### config.mk
export PLATFORM = sky130hd
export DESIGN_NAME = hostmem_cycle_ctrl
export DESIGN_NICKNAME = d
export VERILOG_FILES = /design/src/rtl/hmc_pkg.sv /design/src/rtl/hmc_sync.sv /design/src/rtl/hmc_handshake.sv /design/src/rtl/hmc_regs.sv /design/src/rtl/hostmem_cycle_ctrl.sv
export SDC_FILE = /design/constraint.sdc
export NUM_CORES = 1
export LEC_CHECK = 0
export CORE_AREA = 4 4 63 65
export CTS_CLUSTER_SIZE = 24
export DETAILED_ROUTE_END_ITERATION = 16
export DIE_AREA = 0 0 67 69
export GPL_ROUTABILITY_DRIVEN = 0
export HOLD_SLACK_MARGIN = 0.03
export PLACE_DENSITY_LB_ADDON = 0.12
export RECOVER_POWER = 25
export SETUP_SLACK_MARGIN = 0.4
export SLEW_MARGIN = 10
export SYNTH_ARGS = -nofsm -noshare
export SYNTH_HDL_FRONTEND = slang
export SYNTH_SLANG_ARGS = --single-unit
### constraint.sdc
create_clock -name clk -period 1.6 [get_ports clk]
set_input_delay 0.16 -clock clk [delete_from_list [all_inputs] [get_ports clk]]
set_output_delay 0.16 -clock clk [all_outputs]
set_load 0.03 [all_outputs]
### src/rtl/hmc_pkg.sv
// Shared definitions for the host memory cycle controller.
// Assumes a 2-bit register address space and byte-wide registers.
package hmc_pkg;
    localparam int unsigned BYTE_W = 8;
    localparam int unsigned ADDR_W = 2;

    localparam logic [ADDR_W-1:0] A_DLO  = 2'd0;
    localparam logic [ADDR_W-1:0] A_DHI  = 2'd1;
    localparam logic [ADDR_W-1:0] A_CTRL = 2'd2;
    localparam logic [ADDR_W-1:0] A_STAT = 2'd3;

    localparam int unsigned B_REQ   = 7;
    localparam int unsigned B_WRITE = 6;
    localparam int unsigned B_WIDE  = 4;
    localparam int unsigned B_HV    = 1;
    localparam int unsigned B_LV    = 0;
    localparam int unsigned B_DONE  = 7;
    localparam int unsigned B_ERR   = 0;

    typedef enum logic [1:0] {
        HS_IDLE = 2'd0,
        HS_ASK  = 2'd1,
        HS_DROP = 2'd2
    } hs_state_e;
endpackage

### src/rtl/hmc_sync.sv
// Multi-stage synchronizer for one asynchronous level.
// Assumes STAGES >= 1; every stage resets to RST_VAL.
module hmc_sync #(
    parameter int unsigned STAGES  = 2,
    parameter logic        RST_VAL = 1'b1
) (
    input  logic clk,
    input  logic rst_n,
    input  logic d_async,
    output logic q_sync
);
    logic [STAGES-1:0] chain;

    generate
        for (genvar i = 0; i < STAGES; i++) begin : g_stage
            // Shift the level one stage further into the clock domain.
            always_ff @(posedge clk) begin
                if (!rst_n)      chain[i] <= RST_VAL;
                else if (i == 0) chain[i] <= d_async;
                else             chain[i] <= chain[(i == 0) ? 0 : i-1];
            end
        end
    endgenerate

    assign q_sync = chain[STAGES-1];
endmodule

### src/rtl/hmc_handshake.sv
// Four-phase request/acknowledge sequencer for a single memory cycle.
// Assumes ack_s is already synchronized and active low. go is held high
// for the whole cycle and drops on the same edge that done is taken.
module hmc_handshake (
    input  logic clk,
    input  logic rst_n,
    input  logic go,
    input  logic ack_s,
    output logic req,
    output logic capture,
    output logic done
);
    import hmc_pkg::*;

    hs_state_e state_q, state_d;

    // Next-state selection for the handshake phases.
    always_comb begin
        state_d = state_q;
        case (state_q)
            HS_IDLE: if (go)     state_d = HS_ASK;
            HS_ASK:  if (!ack_s) state_d = HS_DROP;
            HS_DROP: if (ack_s)  state_d = HS_IDLE;
            default:             state_d = HS_IDLE;
        endcase
    end

    // State register.
    always_ff @(posedge clk) begin
        if (!rst_n) state_q <= HS_IDLE;
        else        state_q <= state_d;
    end

    assign req     = (state_q == HS_ASK);
    assign capture = (state_q == HS_ASK) && !ack_s;
    assign done    = (state_q == HS_DROP) && ack_s;

    // request is held until the acknowledge is seen low
    p_req_hold_r2: assert property (@(posedge clk) disable iff (!rst_n)
        req && ack_s |=> req);
    // request only falls after a low acknowledge
    p_req_fall_ack_r2: assert property (@(posedge clk) disable iff (!rst_n)
        $fell(req) |-> $past(!ack_s));
    // no new request directly after completion
    p_no_req_after_done_r3: assert property (@(posedge clk) disable iff (!rst_n)
        done |=> !req);
endmodule

### src/rtl/hmc_regs.sv
// Host register file: data bytes, control and status.
// Assumes capture and done come from the handshake sequencer and that a
// cycle is running exactly while the request bit is set.
module hmc_regs (
    input  logic                      clk,
    input  logic                      rst_n,
    input  logic                      wr_en,
    input  logic [hmc_pkg::ADDR_W-1:0] addr,
    input  logic [hmc_pkg::BYTE_W-1:0] wdata,
    output logic [hmc_pkg::BYTE_W-1:0] rdata,
    input  logic                      dma_busy,
    input  logic                      capture,
    input  logic                      done,
    input  logic [2*hmc_pkg::BYTE_W-1:0] din,
    output logic [hmc_pkg::BYTE_W-1:0] data_lo,
    output logic [hmc_pkg::BYTE_W-1:0] data_hi,
    output logic                      req_q,
    output logic                      write_q,
    output logic                      wide_q,
    output logic                      hv_q,
    output logic                      lv_q
);
    import hmc_pkg::*;

    logic done_q, err_q;
    logic ctrl_wr, stat_wr, ask, accept, refuse;
    logic cap_lo, cap_hi;
    logic unused_bits;

    assign ctrl_wr = wr_en && (addr == A_CTRL) && !req_q;
    assign stat_wr = wr_en && (addr == A_STAT);
    assign ask     = ctrl_wr && wdata[B_REQ];
    assign accept  = ask && !dma_busy;
    assign refuse  = ask && dma_busy;
    assign cap_lo  = capture && !write_q && (!wide_q || lv_q);
    assign cap_hi  = capture && !write_q && wide_q && hv_q;
    assign unused_bits = ^{wdata[5], wdata[3:2]};

    // Low data byte: host load when idle, memory capture on reads.
    always_ff @(posedge clk) begin
        if (!rst_n)                                 data_lo <= '0;
        else if (cap_lo)                            data_lo <= din[BYTE_W-1:0];
        else if (wr_en && addr == A_DLO && !req_q)  data_lo <= wdata;
    end

    // High data byte: host load when idle, high-lane capture on 16-bit reads.
    always_ff @(posedge clk) begin
        if (!rst_n)                                 data_hi <= '0;
        else if (cap_hi)                            data_hi <= din[2*BYTE_W-1:BYTE_W];
        else if (wr_en && addr == A_DHI && !req_q)  data_hi <= wdata;
    end

    // Control fields: updated by idle host writes, except for refused requests.
    always_ff @(posedge clk) begin
        if (!rst_n) begin
            write_q <= 1'b0;
            wide_q  <= 1'b0;
            hv_q    <= 1'b0;
            lv_q    <= 1'b0;
        end else if (ctrl_wr && !refuse) begin
            write_q <= wdata[B_WRITE];
            wide_q  <= wdata[B_WIDE];
            hv_q    <= wdata[B_HV];
            lv_q    <= wdata[B_LV];
        end
    end

    // Request bit: set on acceptance, cleared by completion.
    always_ff @(posedge clk) begin
        if (!rst_n)      req_q <= 1'b0;
        else if (accept) req_q <= 1'b1;
        else if (done)   req_q <= 1'b0;
    end

    // Status: complete bit and sticky refusal flag.
    always_ff @(posedge clk) begin
        if (!rst_n) begin
            done_q <= 1'b0;
            err_q  <= 1'b0;
        end else begin
            if (accept)     done_q <= 1'b0;
            else if (done)  done_q <= 1'b1;
            if (refuse)                      err_q <= 1'b1;
            else if (stat_wr && wdata[B_ERR]) err_q <= 1'b0;
        end
    end

    // Host read multiplexer.
    always_comb begin
        rdata = '0;
        case (addr)
            A_DLO:  rdata = data_lo;
            A_DHI:  rdata = data_hi;
            A_CTRL: begin
                rdata[B_REQ]   = req_q;
                rdata[B_WRITE] = write_q;
                rdata[B_WIDE]  = wide_q;
                rdata[B_HV]    = hv_q;
                rdata[B_LV]    = lv_q;
            end
            default: begin
                rdata[B_DONE] = done_q;
                rdata[B_ERR]  = err_q;
            end
        endcase
    end

    // a request written while DMA is active never starts a cycle
    p_dma_refuse_r8: assert property (@(posedge clk) disable iff (!rst_n)
        wr_en && addr == A_CTRL && wdata[B_REQ] && dma_busy && !req_q |=> !req_q && err_q);
    // error flag is sticky until cleared by the host
    p_err_sticky_r8: assert property (@(posedge clk) disable iff (!rst_n)
        err_q && !(stat_wr && wdata[B_ERR]) |=> err_q);
    // completion reports and drops the request
    p_done_status_r3: assert property (@(posedge clk) disable iff (!rst_n)
        done |=> done_q && !req_q);
    // write-cycle data stays put for the whole cycle
    p_busy_data_stable_r10: assert property (@(posedge clk) disable iff (!rst_n)
        req_q && write_q && $past(req_q) |-> $stable(data_lo) && $stable(data_hi));
    // acceptance clears the complete bit
    p_accept_clears_r9: assert property (@(posedge clk) disable iff (!rst_n)
        $rose(req_q) |-> !done_q);
endmodule

### src/rtl/hostmem_cycle_ctrl.sv
// Top level: lets a host run single memory reads or writes using a
// four-phase request/acknowledge handshake, in 8-bit or 16-bit mode.
// Assumes mem_din is stable while the acknowledge is low.
module hostmem_cycle_ctrl #(
    parameter int unsigned SYNC_STAGES = 2
) (
    input  logic        clk,
    input  logic        rst_n,
    input  logic        reg_wr,
    input  logic [1:0]  reg_addr,
    input  logic [7:0]  reg_wdata,
    output logic [7:0]  reg_rdata,
    input  logic        dma_busy,
    output logic        mem_req,
    input  logic        mem_ack_n,
    output logic        mem_write,
    output logic [15:0] mem_dout,
    input  logic [15:0] mem_din,
    output logic        lane_hi_n,
    output logic        lane_lo_n
);
    import hmc_pkg::*;

    logic ack_s, capture, done;
    logic req_q, write_q, wide_q, hv_q, lv_q;
    logic [BYTE_W-1:0] data_lo, data_hi;

    hmc_sync #(.STAGES(SYNC_STAGES), .RST_VAL(1'b1)) u_ack_sync (
        .clk(clk), .rst_n(rst_n), .d_async(mem_ack_n), .q_sync(ack_s)
    );

    hmc_handshake u_hs (
        .clk(clk), .rst_n(rst_n), .go(req_q), .ack_s(ack_s),
        .req(mem_req), .capture(capture), .done(done)
    );

    hmc_regs u_regs (
        .clk(clk), .rst_n(rst_n), .wr_en(reg_wr), .addr(reg_addr),
        .wdata(reg_wdata), .rdata(reg_rdata), .dma_busy(dma_busy),
        .capture(capture), .done(done), .din(mem_din),
        .data_lo(data_lo), .data_hi(data_hi), .req_q(req_q),
        .write_q(write_q), .wide_q(wide_q), .hv_q(hv_q), .lv_q(lv_q)
    );

    assign mem_write = req_q && write_q;
    assign mem_dout  = {data_hi, data_lo};

    // Lane strobes: idle high, fixed low lane in 8-bit mode, host-chosen in 16-bit mode.
    always_comb begin
        if (!req_q)      {lane_hi_n, lane_lo_n} = 2'b11;
        else if (wide_q) {lane_hi_n, lane_lo_n} = {~hv_q, ~lv_q};
        else             {lane_hi_n, lane_lo_n} = 2'b10;
    end

    // a request on the bus always comes with a cycle in progress
    p_req_in_cycle_r7: assert property (@(posedge clk) disable iff (!rst_n)
        mem_req |-> req_q);
    // write direction never changes while the request is out
    p_dir_stable_r4: assert property (@(posedge clk) disable iff (!rst_n)
        mem_req && $past(mem_req) |-> $stable(mem_write));
endmodule

After elaboration in Yosys (flattened, before gate mapping)
Cells that the tools add are included.
Storage, ports and cells
  logic and storage cells: 80
  register bits: 27
  input bits: 31
Operators by class
  mux-type cells: 23
  bitwise operators: 3
  reduce and logical (&&, ||, !) cells: 34
  eq/ne operators: 8
Operators by type and width (number)
  $mux W8: 4
  $logic_and A1 B1 Y1: 19
  $pmux W1 S3: 5
  $mux W1: 8
  $reduce_bool A2 Y1: 4
  $eq A2 B2 Y1 const B: 3
  $logic_not A1 Y1: 6
  $mux W2: 3
  $pmux W2 S3: 1
  $eq A2 B1 Y1 const B: 2
  $logic_not A2 Y1: 2
  $ne A2 B2 Y1 const B: 2
  $pmux W2 S2: 1
  $not A1 Y1: 3
  $reduce_and A3 Y1: 1
  $ne A2 B1 Y1 const B: 1
  $pmux W1 S2: 1
  $reduce_or A2 Y1: 1
  $logic_or A1 B1 Y1: 1

Depth between registers and ports, before layout
  word-level depth: 7
  depth in mapped cells: 5
  gate-level depth less buffers: 3

Cells and area by module
From an unflattened synthesis, not the netlist that was laid out.
Unflattened totals
  cells, all modules: 146
  area, all modules: 1437.6 µm²
By module, submodules not included
  hmc_regs: times used 1, seq. area each 460.4 µm², area an instance 1262.5 µm², cells an instance 128
  hmc_handshake: times used 1, seq. area each 40.0 µm², area an instance 98.8 µm², cells an instance 10
  hmc_sync: times used 1, seq. area each 40.0 µm², area an instance 52.6 µm², cells an instance 4
  hostmem_cycle_ctrl: times used 1, seq. area each 0.0 µm², area an instance 23.8 µm², cells an instance 4

Worst setup path after synthesis
Ideal clock, no wire load.
  path kind: register to register
  from: register u_hs.state_q[1]
  to: register u_regs.data_hi[5] (netlist bit)
  required time: 1476 ps
  slack: 96 ps
  arrival time: 1380 ps
  stages on the path, launching flop included: 6
  cells stage by stage: dfxtp_1 or4b_1 buf_2 buf_2 o31ai_1 a21oi_1
Between the ends
  longest elaborated chain between the ends: 6
  elaborated cells on any way between the ends: 7
Ends and longest elaborated chain
  start: declaration: RTL line hmc_handshake.sv:15  | hs_state_e state_q, state_d;
  start signal: assignment: RTL line hmc_handshake.sv:31  | else state_q <= state_d;
  $eq A2 B1 Y1 *: RTL line hmc_handshake.sv:35  | assign capture = (state_q == HS_ASK) && !ack_s;
  $logic_and A1 B1 Y1 *: RTL line hmc_handshake.sv:35
  $logic_and A1 B1 Y1 * (3 in a row): RTL line hmc_regs.sv:36  | assign cap_hi = capture && !write_q && wide_q && hv_q;
  $mux W8 or $reduce_bool A2 Y1 (tied branches)
  end signal: assignment: RTL line hmc_regs.sv:49  | else if (cap_hi) data_hi <= din[2*BYTE_W-1:BYTE_W];
  end signal: assignment: RTL line hmc_regs.sv:50  | else if (wr_en && addr == A_DHI && !req_q) data_hi <= wdata;
  end: declaration: RTL line hmc_regs.sv:16  | output logic [hmc_pkg::BYTE_W-1:0] data_hi,
Mark *: on every way between the ends. The rest lies on a longest branch, timed or not.
A chain may end at the register's enable or synchronous reset.

Worst setup path after layout
  from: register u_regs.write_q
  to: register u_regs.data_hi[7] (netlist bit)
Between the ends
  longest elaborated chain between the ends: 5
  elaborated cells on any way between the ends: 6
Ends and longest elaborated chain
  start: declaration: RTL line hmc_regs.sv:18  | output logic write_q,
  start signal: assignment: RTL line hmc_regs.sv:61  | write_q <= wdata[B_WRITE];
  $logic_not A1 Y1 *: RTL line hmc_regs.sv:36
  $logic_and A1 B1 Y1 * (3 in a row): RTL line hmc_regs.sv:36
  $mux W8 or $reduce_bool A2 Y1 (tied branches)
Marked as above.

==> impl_metrics.env <==
export IMPL_status="completed"
export IMPL_critPathLaunchType="flip-flop"
export IMPL_track_usage_pct=21.7
export IMPL_p_total_mw=1.39
export IMPL_clkSinkCount=27
export IMPL_tritoncts="done"
export IMPL_synth_top_family_by_area="compound AO/OA/AOI/OAI gates"
export IMPL_wirelength_um=4940
export IMPL_io_pins=59
export IMPL_dr_total_vias=1510
export IMPL_antenna_cells=0
export IMPL_synthesis_area_um2=1410
export IMPL_portBuffers=58
export IMPL_area_delta_synth_final_pct=70.7
export IMPL_grt_pass1_vias=1588
export IMPL_finClkSkew_ns=0.00493
export IMPL_grt_overflow=0
export IMPL_synth_adder_area_share_pct=0
export IMPL_cpLargestDelayFamily="simple AND/OR/NAND/NOR gates"
export IMPL_antenna_found_initial=0
export IMPL_clockBufferDepth=2
export IMPL_post_drt_wl_per_cell_um=18.1
export IMPL_max_stage_delay_ns=0.57
export IMPL_cts_root_buf="clkbuf_4"
export IMPL_post_route_util_pct=71.9
export IMPL_drc=0
export IMPL_dpl_instance_area_um2=2140
export IMPL_final_max_slew_violation_count=0
export IMPL_numCtsBuffers=3
export IMPL_initial_core_util_pct=42.1
export IMPL_rsz0062_at_grt="yes"
export IMPL_rows=21
export IMPL_endpoint_kind="flip-flop"
export IMPL_dp_hpwl_um=3400
export IMPL_mostFrequentLayoutCells="27 x clkdlybuf4s50_1, 22 x buf_4, 18 x mux2i_1, 18 x buf_6, 18 x dfxtp_2"
export IMPL_coreArea_um2=3340
export IMPL_period_minus_slack_ns=1.51
export IMPL_worstSetupPathType="flip-flop to flip-flop"
export IMPL_power_density_nw_per_um2=578
export IMPL_cts_hold_buf=0
export IMPL_fin_nets=259
export IMPL_syn_num_nets=179
export IMPL_drive_above_1_share_pct=50.2
export IMPL_period_share_pct=94.6
export IMPL_synth_avg_cell_area_um2=9.49
export IMPL_die_w_um=67
export IMPL_ys_seq_area_share_pct=38.5
export IMPL_cp_max_fo=4
export IMPL_grt_start_max_net_pins=28
export IMPL_finalHoldViolCount=0
export IMPL_synth_xor_area_share_pct=0.623
export IMPL_dp_cells=259
export IMPL_synth_seq_cells=27
export IMPL_drt_iter0_drc=87
export IMPL_htreeDepth=1
export IMPL_synthSimpleGateAreaFrac_pct=16.3
export IMPL_required_ns=1.87
export IMPL_netlist_instances=148
export IMPL_layout_commonest_cell="clkdlybuf4s50_1"
export IMPL_yosys_warnings=0
export IMPL_min_path_type="input port to flip-flop"
export IMPL_grt_pass1_wl_um=7800
export IMPL_ir_worst_vdd_v=0.000380
export IMPL_muxShareOfSynthArea_pct=19.6
export IMPL_worstPathCellList="or4b_4, or2_4, buf_4, a21oi_1"
export IMPL_fmax_ghz=0.661
export IMPL_power_leakage_nw=0.891
export IMPL_clock_latency_ns=0.33
export IMPL_ys_types=31
export IMPL_drtAntennaViolNets=0
export IMPL_critPathBufInv=1
export IMPL_cts_clk_slew_worst_paths_ns=0.15
export IMPL_die_area_um2=4620
export IMPL_maxCapViolCount=0
export IMPL_setup_viol=0
export IMPL_instances_no_fill=273
export IMPL_fin_area_um2=2400
export IMPL_die_h_um=69
export IMPL_synth_compound_area_share_pct=19.9
export IMPL_worstPathArrival_ns=1.79
export IMPL_slew_headroom_pct=55.2
export IMPL_setup_tns_ns=0
export IMPL_tightest_slew_ns=0.671
export IMPL_cpMaxStageDelayCell="or4b_4"
export IMPL_drt_pass1_iterations=4
export IMPL_via_per_inst=5.53
==> routing by layer <==
metal	wire [µm]	global-route usage, %
met5	0	0
met4	36	8.33
met3	304	2.92
met2	2490	35.8
met1	2110	27.9
==> synthesized netlist by cell type <==
cell type  instances  area, µm²
dfxtp_1           27        541
mux2i_1           23        230
a21oi_1           16       80.1
o31ai_1           16        120
o21ai_0            7       35.0
nand2_1            6       22.5
a21boi_0           5       37.5
nand3_1            5       25.0
clkbuf_1           4       15.0
nand2b_1           4       25.0
nor2b_1            4       25.0
buf_1              3       11.3
nor2_1             3       11.3
and2_1             2       12.5
buf_2              2       10.0
buf_6              2       22.5
mux4_2             2       45.0
nand3b_1           2       15.0
nor3b_1            2       15.0
or2_0              2       12.5
a22oi_1            1       7.51
and3_1             1       6.26
and4bb_1           1       12.5
buf_4              1       7.51
clkbuf_2           1       5.00
nand4_1            1       6.26
nand4bb_1          1       11.3
nor4b_1            1       8.76
nor4bb_1           1       10.0
or4b_1             1       10.0
xnor2_1            1       8.76
==> stage by stage <==
stage	worst slack (ns)	hold slack, ns
after floorplan	0.123	0.261
final	0.0862	0.373
after global placement	-0.440	0.391
after detailed placement	-0.447	0.406
after global routing	0.0416	0.384
after CTS	0.0944	0.363
==> path summary, 6_finish.rpt <==
check                            startpoint                              to  slack, ns  cells after the start
min                               mem_ack_n  u_ack_sync.chain[0]$_SDFF_PN1_       0.37                      2
min reg2reg  u_ack_sync.chain[0]$_SDFF_PN1_    u_ack_sync.q_sync$_SDFF_PN1_       0.43                      1
max             u_regs.write_q$_SDFFE_PN0P_  u_regs.data_hi[7]$_SDFFE_PN0P_       0.09                      4
max reg2reg     u_regs.write_q$_SDFFE_PN0P_  u_regs.data_hi[7]$_SDFFE_PN0P_       0.09                      4
==> layout make-up <==
type	count	area (µm²)
Clock buffer	3	22.5
Timing Repair Buffer	88	766
Fill cell	278	938
Sequential cell	27	563
Clock inverter	1	5.00
Multi-Input combinational cell	108	985
Tap cell	46	57.6
==> flip-flops by register name, indices dropped and copies added (netlist names) <==
name and cells:
u_regs.hv_q 1, u_regs.done_q 1, u_ack_sync.q_sync 1, u_regs.req_q 1, u_ack_sync.chain 1, u_regs.err_q 1, u_regs.data_lo 8, u_regs.wide_q 1
u_hs.state_q 2, u_regs.write_q 1, u_regs.lv_q 1, u_regs.data_hi 8
==> cell families after synthesis <==
family | Yosys count
mux | 25
buf+inv | 13
simple gates | 37
xor+xnor | 1
compound gates | 45
flops | 27
==> where the power goes <==
group,total [mW],internal [mW],switching [mW]
Combinational,0.361,0.187,0.174
Sequential,0.714,0.697,0.0169
Clock,0.312,0.0941,0.217
==> repair_timing <==
action | CTS | global route
pin swaps | 3 | 5
endpoints found under the setup margin | 51 | 46
buffers inserted | 5 | 5
resized for setup | 142 | 64
gates cloned | 0 | 0
Power figures use the tool's default switching activity.
